**src/rtl/spi_ee_pkg.sv**
```systemverilog
package spi_ee_pkg;

  localparam logic [7:0] CMD_WREN = 8'h06;
  localparam logic [7:0] CMD_WRDI = 8'h04;
  localparam logic [7:0] CMD_RDSR = 8'h05;
  localparam logic [7:0] CMD_WRSR = 8'h01;
  localparam logic [7:0] CMD_READ = 8'h03;
  localparam logic [7:0] CMD_PROG = 8'h02;

  typedef enum logic [2:0] {
    OP_NONE,
    OP_RDSR,
    OP_READ,
    OP_PROG,
    OP_WRSR
  } ee_op_e;

  // True when the protection level forbids writing an address whose
  // two most significant bits are top2.
  function automatic logic addr_locked(input logic [1:0] lvl, input logic [1:0] top2);
    case (lvl)
      2'd0:    return 1'b0;
      2'd1:    return (top2 == 2'b11);
      2'd2:    return top2[1];
      default: return 1'b1;
    endcase
  endfunction

  // Status byte: busy hides everything behind all ones.
  function automatic logic [7:0] status_pack(input logic busy, input logic wel,
                                             input logic [1:0] lvl);
    return busy ? 8'hFF : {4'b0000, lvl, wel, 1'b0};
  endfunction

endpackage

```
**src/rtl/spi_ee_sync.sv**
```systemverilog
module spi_ee_sync #(
  parameter int STAGES = 2
) (
  input  logic clk,
  input  logic rst_n,
  input  logic cs_n,
  input  logic sck,
  input  logic sdi,
  output logic cs_act,
  output logic sck_lvl,
  output logic sdi_s,
  output logic sck_rise,
  output logic sck_fall,
  output logic cs_end
);

  logic [STAGES-1:0] cs_p, sck_p, sdi_p;
  logic              sck_prev, act_prev;

  always_ff @(posedge clk or negedge rst_n) begin
    if (!rst_n) begin
      cs_p     <= '1;
      sck_p    <= '0;
      sdi_p    <= '0;
      sck_prev <= 1'b0;
      act_prev <= 1'b0;
    end else begin
      cs_p     <= {cs_p[STAGES-2:0], cs_n};
      sck_p    <= {sck_p[STAGES-2:0], sck};
      sdi_p    <= {sdi_p[STAGES-2:0], sdi};
      sck_prev <= sck_p[STAGES-1];
      act_prev <= ~cs_p[STAGES-1];
    end
  end

  assign cs_act   = ~cs_p[STAGES-1];
  assign sck_lvl  = sck_p[STAGES-1];
  assign sdi_s    = sdi_p[STAGES-1];
  assign sck_rise = sck_lvl & ~sck_prev;
  assign sck_fall = ~sck_lvl & sck_prev;
  assign cs_end   = act_prev & ~cs_act;

endmodule

```
**src/rtl/spi_ee_guard.sv**
```systemverilog
module spi_ee_guard
  import spi_ee_pkg::*;
#(
  parameter int AW = 8
) (
  input  logic [1:0]    lvl,
  input  logic [AW-1:0] addr,
  output logic          allow
);

  assign allow = ~addr_locked(lvl, addr[AW-1 -: 2]);

endmodule

```
**src/rtl/spi_eeprom_slave.sv**
```systemverilog
module spi_eeprom_slave
  import spi_ee_pkg::*;
#(
  parameter int AW          = 8,
  parameter int PROG_CYCLES = 64,
  parameter int SYNC_STAGES = 2
) (
  input  logic clk,
  input  logic rst_n,
  input  logic cs_n,
  input  logic sck,
  input  logic sdi,
  output logic sdo,
  output logic sdo_oe
);

  localparam int DEPTH    = 1 << AW;
  localparam int SW       = (AW > 8) ? AW : 8;
  localparam int ADDR_END = 8 + AW;
  localparam int DATA_END = ADDR_END + 8;
  localparam int SR_END   = 16;
  localparam int BCW      = $clog2(DATA_END + 2);
  localparam int CW       = $clog2(PROG_CYCLES + 1);
  localparam logic [BCW-1:0] BC_MAX = '1;

  // synchronised pin events
  logic cs_act, sck_lvl, sdi_s, sck_rise, sck_fall, cs_end;

  spi_ee_sync #(.STAGES(SYNC_STAGES)) u_sync (
    .clk(clk), .rst_n(rst_n), .cs_n(cs_n), .sck(sck), .sdi(sdi),
    .cs_act(cs_act), .sck_lvl(sck_lvl), .sdi_s(sdi_s),
    .sck_rise(sck_rise), .sck_fall(sck_fall), .cs_end(cs_end)
  );

  logic [7:0]     mem [DEPTH];
  logic [BCW-1:0] bit_cnt;
  logic [SW-1:0]  shin;
  ee_op_e         op;
  logic [AW-1:0]  addr_q;
  logic           stream;
  logic [2:0]     obit;
  logic [7:0]     osh;
  logic           sdo_r;
  logic           wel;
  logic [1:0]     prot;
  logic [CW-1:0]  busy_cnt;

  logic [SW-1:0]  shin_next;
  logic           busy, guard_ok, commit_wr, commit_sr;
  logic [7:0]     cur_byte;

  spi_ee_guard #(.AW(AW)) u_guard (.lvl(prot), .addr(addr_q), .allow(guard_ok));

  assign shin_next = {shin[SW-2:0], sdi_s};
  assign busy      = (busy_cnt != '0);
  assign cur_byte  = (op == OP_READ) ? mem[addr_q] : status_pack(busy, wel, prot);

  // Commit windows: chip select ends with the exact bit count and clock low.
  assign commit_wr = cs_end && (op == OP_PROG) && (bit_cnt == BCW'(DATA_END))
                     && !sck_lvl && wel && guard_ok && !busy;
  assign commit_sr = cs_end && (op == OP_WRSR) && (bit_cnt == BCW'(SR_END))
                     && !sck_lvl && wel && !busy;

  always_ff @(posedge clk or negedge rst_n) begin
    if (!rst_n) begin
      bit_cnt  <= '0;
      shin     <= '0;
      op       <= OP_NONE;
      addr_q   <= '0;
      stream   <= 1'b0;
      obit     <= '0;
      osh      <= '0;
      sdo_r    <= 1'b0;
      wel      <= 1'b0;
      prot     <= '0;
      busy_cnt <= '0;
    end else begin
      if (busy) busy_cnt <= busy_cnt - 1'b1;
      if (cs_act) begin
        if (sck_rise) begin
          shin <= shin_next;
          if (bit_cnt != BC_MAX) bit_cnt <= bit_cnt + 1'b1;
          if (bit_cnt == BCW'(7)) begin
            op <= OP_NONE;
            if (!busy || shin_next[7:0] == CMD_RDSR) begin
              case (shin_next[7:0])
                CMD_WREN: wel <= 1'b1;
                CMD_WRDI: wel <= 1'b0;
                CMD_RDSR: begin op <= OP_RDSR; stream <= 1'b1; obit <= '0; end
                CMD_READ: op <= OP_READ;
                CMD_PROG: op <= OP_PROG;
                CMD_WRSR: op <= OP_WRSR;
                default:  op <= OP_NONE;
              endcase
            end
          end
          if (bit_cnt == BCW'(ADDR_END - 1)) begin
            addr_q <= shin_next[AW-1:0];
            if (op == OP_READ) begin
              stream <= 1'b1;
              obit   <= '0;
            end
          end
        end
        if (sck_fall && stream) begin
          if (obit == 3'd0) begin
            sdo_r <= cur_byte[7];
            osh   <= {cur_byte[6:0], 1'b0};
          end else begin
            sdo_r <= osh[7];
            osh   <= {osh[6:0], 1'b0};
          end
          obit <= obit + 1'b1;
          if (obit == 3'd7 && op == OP_READ) addr_q <= addr_q + 1'b1;
        end
      end else begin
        bit_cnt <= '0;
        op      <= OP_NONE;
        stream  <= 1'b0;
        obit    <= '0;
      end
      if (commit_wr || commit_sr) begin
        wel      <= 1'b0;
        busy_cnt <= CW'(PROG_CYCLES);
      end
      if (commit_sr) prot <= shin[3:2];
    end
  end

  always_ff @(posedge clk or negedge rst_n) begin
    if (!rst_n) begin
      for (int i = 0; i < DEPTH; i++) mem[i] <= 8'hFF;
    end else if (commit_wr) begin
      mem[addr_q] <= shin[7:0];
    end
  end

  assign sdo    = sdo_r;
  assign sdo_oe = cs_act & stream;

  // ---------------------------------------------------------------- checks
  assert_sdo_fall_only_R2: assert property (@(posedge clk) disable iff (!rst_n)
    !sck_fall |=> $stable(sdo_r));

  assert_oe_after_op_R2: assert property (@(posedge clk) disable iff (!rst_n)
    sdo_oe |-> (bit_cnt >= BCW'(8)));

  assert_commit_effect_R7: assert property (@(posedge clk) disable iff (!rst_n)
    (commit_wr || commit_sr) |=> (!wel && busy_cnt == CW'(PROG_CYCLES)));

  assert_busy_nowel_R12: assert property (@(posedge clk) disable iff (!rst_n)
    busy |-> !wel);

  assert_busy_quiet_R12: assert property (@(posedge clk) disable iff (!rst_n)
    busy |-> (!sdo_oe || op == OP_RDSR));

  assert_addr_wrap_R6: assert property (@(posedge clk) disable iff (!rst_n)
    (stream && op == OP_READ && sck_fall && obit == 3'd7 && addr_q == '1)
      |=> (addr_q == '0));

endmodule

```
**config.mk**
```make
export PLATFORM = sky130hd
export DESIGN_NAME = spi_eeprom_slave
export DESIGN_NICKNAME = d
export VERILOG_FILES = /design/src/rtl/spi_ee_pkg.sv /design/src/rtl/spi_ee_sync.sv /design/src/rtl/spi_ee_guard.sv /design/src/rtl/spi_eeprom_slave.sv
export SDC_FILE = /design/constraint.sdc
export NUM_CORES = 2
export LEC_CHECK = 0
export BUFFER_PORTS_ARGS = -buffer_cell sky130_fd_sc_hd__buf_4
export CAP_MARGIN = 20
export CELL_PAD_IN_SITES_DETAIL_PLACEMENT = 1
export CELL_PAD_IN_SITES_GLOBAL_PLACEMENT = 2
export CORE_AREA = 3 3 607 609
export CTS_BUF_LIST = sky130_fd_sc_hd__clkbuf_4 sky130_fd_sc_hd__clkbuf_8
export DETAILED_ROUTE_END_ITERATION = 8
export DIE_AREA = 0 0 610 612
export GPL_TIMING_DRIVEN = 1
export PLACE_DENSITY = 0.57
export SETUP_SLACK_MARGIN = 0.02
export SYNTH_ARGS = -nofsm -noshare
export SYNTH_HDL_FRONTEND = slang
export SYNTH_SLANG_ARGS = --single-unit
export TNS_END_PERCENT = 30
```
**constraint.sdc**
```tcl
create_clock -name clk -period 4 [get_ports clk]
set_input_delay 0.6 -clock clk [delete_from_list [all_inputs] [get_ports clk]]
set_output_delay 0.6 -clock clk [all_outputs]
set_load 0.02 [all_outputs]
```
# Word-level counts from Yosys, hierarchy flattened
# Cells that the tools add are included.
[totals]
register_bits = 2103
in_bits = 5
out_inout_bits = 2
wordCells = 387
[classes]
add_sub_neg = 4
magnitude_cmp = 2
eq_ne = 19
muxes = 46
bitwise_logic = 9
n_reduce_logical = 35
[op_table]
columns = ["operator", "count"]
rows = [
  ["$bwmux W2048", 1],
  ["$mux W8", 10],
  ["$bmux W8 S8", 1],
  ["$demux W8 S8", 1],
  ["$mux W3", 12],
  ["$eq A8 B3 Y1 const B", 3],
  ["$eq A8 B2 Y1 const B", 2],
  ["$mux W5", 3],
  ["$logic_and A1 B1 Y1", 14],
  ["$mux W7", 2],
  ["$reduce_bool A2 Y1", 7],
  ["$mux W1", 13],
  ["$pmux W3 S4", 1],
  ["$eq A5 B5 Y1 const B", 2],
  ["$ge A9 B9 Y1 const B", 1],
  ["$lt A9 B1 Y1 const B", 1],
  ["$not A8 Y9", 1],
  ["$add A8 B1 Y8 const B", 1],
  ["$eq A8 B1 Y1 const B", 1],
  ["$reduce_and A2 Y1", 4],
  ["$reduce_bool A7 Y1", 1],
  ["$sub A7 B1 Y7 const B", 1],
  ["$eq A3 B2 Y1 const B", 2],
  ["$eq A3 B3 Y1 const B", 2],
  ["18 further kinds", 28],
]

# Longest topological paths before layout
[logic_depth]
depth_word = 10
mapped_depth = 14
depth_no_buf = 9

# Cells and area by module
# A second synthesis with hierarchy kept.
[hier_totals]
cells_unflattened = 6324
area_unflattened_um2 = 99238.9
[modules_own_cells]
columns = ["mod", "instances", "cells_each", "area_per_inst_um2", "seq_area_each_um2"]
rows = [
  ["spi_eeprom_slave", 1, 6310, 98997.4, 54962.7],
  ["spi_ee_sync", 1, 12, 227.7, 202.7],
  ["spi_ee_guard", 1, 2, 13.8, 0.0],
]

# Least setup slack after synthesis
# Ideal clock, no wire load.
[synth_timing]
path_kind = "reg2reg"
from = "register addr_q[0]"
to = "register mem[1736] (netlist bit)"
setup_time_ps = 82
arrival_time_ps = 3000
required_time_ps = 3918
setup_slack_ps = 918
path_stages_with_launch = 14
n_path_buf = 8
synth_period_minus_slack_ps = 3082
cell_sequence = "dfrtp_1 > buf_2 > buf_6 > buf_6 > buf_4 > buf_4 > buf_6 > buf_2 > inv_1 > ha_1 > nand3_2 > buf_6 > nor2_8 > mux2_2"
[synth_between]
elab_chain_len = 6
elab_cells_between_ends = 7
classes_between = "order compare: 2; mux: 3; bitwise: 1; reduce/logical: 1"
[synth_lines]
columns = ["item", "line", "source"]
rows = [
  ["from (decl)", "spi_eeprom_slave.sv:39", "logic [AW-1:0] addr_q;"],
  ["from (signal assigned)", "spi_eeprom_slave.sv:98", "addr_q <= shin_next[AW-1:0];"],
  ["from (signal assigned)", "spi_eeprom_slave.sv:114", "if (obit == 3'd7 && op == OP_READ) addr_q <= addr_q + 1'b1;"],
  ["$not A8 Y9 (implied by the code) *", "spi_eeprom_slave.sv:134", "mem[addr_q] <= shin[7:0];"],
  ["$ge A9 B9 Y1 (implied by the code) or $lt A9 B1 Y1 (tied branches)", "spi_eeprom_slave.sv:134", ""],
  ["$logic_and A1 B1 Y1 (implied by the code)", "spi_eeprom_slave.sv:134", ""],
  ["$mux W8 (implied by the code)", "spi_eeprom_slave.sv:134", ""],
  ["$demux W8 S8 *", "spi_eeprom_slave.sv:134", ""],
  ["$bwmux W2048 *", "spi_eeprom_slave.sv:134", ""],
  ["to (signal, indexed assignment)", "spi_eeprom_slave.sv:134", ""],
  ["to (decl)", "spi_eeprom_slave.sv:35", "logic [7:0] mem [DEPTH];"],
]
# Mark *: on every way between the ends. The rest lies on a longest branch, timed or not.
# A chain may end at the register's enable or synchronous reset.

# Worst setup path after layout
[layout_timing]
from = "register addr_q[0]"
to = "register sdo_r, in the netlist sdo"
[layout_between]
elab_chain_len = 6
[layout_lines]
columns = ["item", "line", "source"]
rows = [
  ["$not A8 Y9 (implied by the code)", "spi_eeprom_slave.sv:56", "assign cur_byte = (op == OP_READ) ? mem[addr_q] : status_pack(busy, wel, prot);"],
  ["$bmux W8 S8", "spi_eeprom_slave.sv:56", ""],
  ["$mux W8 (implied by the code) (2 in series)", "spi_eeprom_slave.sv:56", ""],
  ["$mux W8", "spi_eeprom_slave.sv:56", ""],
  ["$mux W1", "spi_eeprom_slave.sv:106", "if (obit == 3'd0) begin"],
  ["to (signal assigned)", "spi_eeprom_slave.sv:107", "sdo_r <= cur_byte[7];"],
  ["to (signal assigned)", "spi_eeprom_slave.sv:110", "sdo_r <= osh[7];"],
  ["to (decl)", "spi_eeprom_slave.sv:43", "logic sdo_r;"],
]
# No other way between the ends. The select of a mux whose other input is x is not followed.

==> impl_metrics.py <==
metrics = {
    "placed_design": {
        "gp_congestion": 0.803,
        "place_area_sq_um": 109000,
        "place_hpwl_mm": 205,
        "place.detailed.instances": 10800,
        "dp_slack_ps": 92.5,
        "numPortBuffers": 6,
    },
    "route": {
        "avgRoutedWirePerCell_microns": 27.5,
        "drc_errors": 0,
        "ant_nets": 0,
        "dr.pass1.iters": 5,
        "totalWireLength_mm": 318,
        "first_iter_violations": 2779,
        "viasPerCell": 4.87,
        "num_vias": 56300,
    },
    "setup_path": {
        "worstPathMaxFanout": 34,
        "crit_family": "compound AO/OA/AOI/OAI gates",
        "arrival_ps": 4780,
        "crit_cells": 9,
        "critical_path_required_ps": 4920,
        "reg2reg_depth": 9,
        "start_kind": "register",
        "worstReg2RegStart": "addr_q[0]",
        "crit_slowest_cell": "a2111oi_0",
        "reg2reg_to": "sdo",
        "crit_path_end_kind": "register",
        "reg2reg_slack_ps": 140,
        "worstPathCellList": "buf_12 -> buf_12 -> mux4_2 -> mux2i_1 -> o21ai_0 -> a2111oi_0 -> o21ai_0 -> buf_4 -> nor4b_1",
        "slowest_delay_ps": 1020,
        "path_buf_inv": 3,
        "crit_type": "reg -> reg",
    },
    "final_layout": {
        "fin_area_sq_um": 118000,
        "layout-drive-gt1-share_pct": 89.4,
        "fin_nets": 6464,
        "area_delta_synth_final_pct": 16.3,
        "most-common-layout-cells": "dfstp_2 (2,050), mux2_2 (1,963), mux4_2 (546)",
        "fin_cells": 11600,
        "fin_util_pct": 32.5,
        "final_common_cell": "dfstp_2",
    },
    "grt": {
        "track_usage_pct": 16.9,
        "grt_overflow_total": 0,
        "grt_pass1_wl_mm": 468,
        "grt_max_degree": 187,
        "antenna_found_initial": 7,
        "first_global_vias": 63000,
    },
    "floorplan": {
        "start_util_pct": 28.0,
        "dieArea_sq_um": 373000,
        "die_w_microns": 610,
        "coreArea_sq_um": 363000,
        "rows": 221,
        "ios": 7,
        "die_h_microns": 612,
    },
    "timing": {
        "timing.slew.headroom_pct": 11.5,
        "slew_viol_final": 0,
        "setup_ws_ps": 139,
        "finalSetupViolCount": 0,
        "layout_worst_path_cycle_share_pct": 96.5,
        "max_freq_ghz": 0.259,
        "tightest_slew_ps": 1330,
        "skew_ps": 77.1,
        "hold_viol": 0,
        "rsz0062_at_grt": "no",
        "post-route-min-period_ps": 3860,
    },
    "cts": {
        "cts_buffers": 390,
        "cts_tree": "built",
        "htreeDepth": 5,
        "postCtsSetupBuffers": 0,
        "clk_path_buf_depth": 4,
        "clockRootBuffer": "clkbuf_8",
        "cts.sink_count": 2102,
        "clkTransAtPathRegs_ps": 60,
        "clock_latency_ps": 1070,
    },
    "outcome": {
        "status": "finished clean",
    },
    "hold_path": {
        "hold_path.class": "in -> async",
    },
    "power_and_ir_drop": {
        "total_power_uw": 48600,
        "p_leak_uw": 0.0477,
        "ir_drop_v": 0.000503,
        "power.density_nw_per_um2": 411,
    },
    "synthesis": {
        "syn-num-nets": 6152,
        "avgSynthCellArea_sq_um": 16.5,
        "ys_ff_latch": 2102,
        "async_flop_share_pct": 100,
        "yosysSeqAreaShare_pct": 54.3,
        "synth_area_sq_um": 102000,
        "synth_cells": 6134,
        "synth_edf_count": 0,
        "synth-main-ff-cell": "dfstp_2",
        "synth.distinct_cells": 70,
        "yosysWarnings": 0,
    },
    "run": {
        "cap_violations": 0,
    },
}
## timing repair
item,4_1_cts,5_1_grt
endpoints found under the hold margin,89,0
hold buffers,4,0
resized for setup,0,1
endpoints found under the setup margin,0,1
## registers in the layout, summed over array words and instances (netlist names), 2 cells and up
signal / flops
bit_cnt: 5
addr_q: 8
busy_cnt: 7
obit: 3
u_sync.sck_p: 2
op: 3
shin: 8
osh: 7
mem: 2048
prot: 2
u_sync.sdi_p: 2
u_sync.cs_p: 2
## area by class of cell
| class | instances | area [sq um] |
|---|---|---|
| diodes | 3 | 7.51 |
| clock buffers | 636 | 7900 |
| clock inverters | 74 | 777 |
| fillers | 37100 | 245000 |
| inverters | 14 | 60.1 |
| multi-input cells | 3563 | 44200 |
| flip-flops and latches | 2102 | 55200 |
| well taps | 4794 | 6000 |
| repair buffers | 375 | 3920 |
## cells in the mapped netlist (46+ instances only)
cell type,count,area [sq um]
dfrtp_1,52,1300
a21oi_1,72,360
buf_2,52,260
nor2_8,126,2520
o21ai_0,46,230
mux2_2,1963,22100
nor2_2,102,638
nand2_1,105,394
a22oi_1,64,480
clkbuf_1,312,1170
mux2_4,96,1440
mux2i_1,99,991
dfstp_2,2050,53900
mux4_2,546,12300
## routing by layer
layer	routed length, microns	track usage (%)	part of all wire [%]	vias up
met5	0	0	0	-
met2	151000	27.6	48	867
met3	10300	2.38	3.2	447
li1	-	-	-	23600
met1	147000	23.2	46	31400
met4	9500	5.09	3.0	0
## worst register-to-register path, delay by kind of cell, from the launching register on
family,cells,cell delay (ps)
compound gates,3,1480
mux,2,750
buf+inv,3,800
flops,1,550
simple gates,1,150
## how the worst max path moves through the flow
stage / startpoint / to / slack (ps)
global placement: addr_q[0] / osh[6] / -10
detailed placement: addr_q[0] / osh[6] / 90
finish: addr_q[0] / sdo / 140
floorplan: addr_q[0] / mem[1736] / 920
CTS: addr_q[0] / osh[6] / 40
global route: addr_q[0] / sdo / 30
## cells by family (layout without fill, tap and decap cells)
| kind of cell | count (synthesis) | in the layout | synth area share, % |
|---|---|---|---|
| compound gates | 280 | 280 | 1.80 |
| xor+xnor | 6 | 6 | 0.0518 |
| fa+ha+maj | 13 | 13 | 0.160 |
| buf+inv | 469 | 1099 | 2.20 |
| flops | 2102 | 2102 | 54.3 |
| mux | 2711 | 2711 | 36.4 |
| other cells | 0 | 3 | 0 |
| simple gates | 553 | 553 | 5.07 |
## metrics by stage
step                      hold WS, ps  TNS, ps
after floorplan                   304        0
after global placement            337    -10.1
after detailed placement          348        0
after CTS                        30.7        0
after global routing              122        0
final                             164        0
## power breakdown
group / internal [uW] / switching, uW
Clock: 13200 / 9750
Sequential: 21400 / 383
Combinational: 449 / 3350
Power figures use the tool's default switching activity.
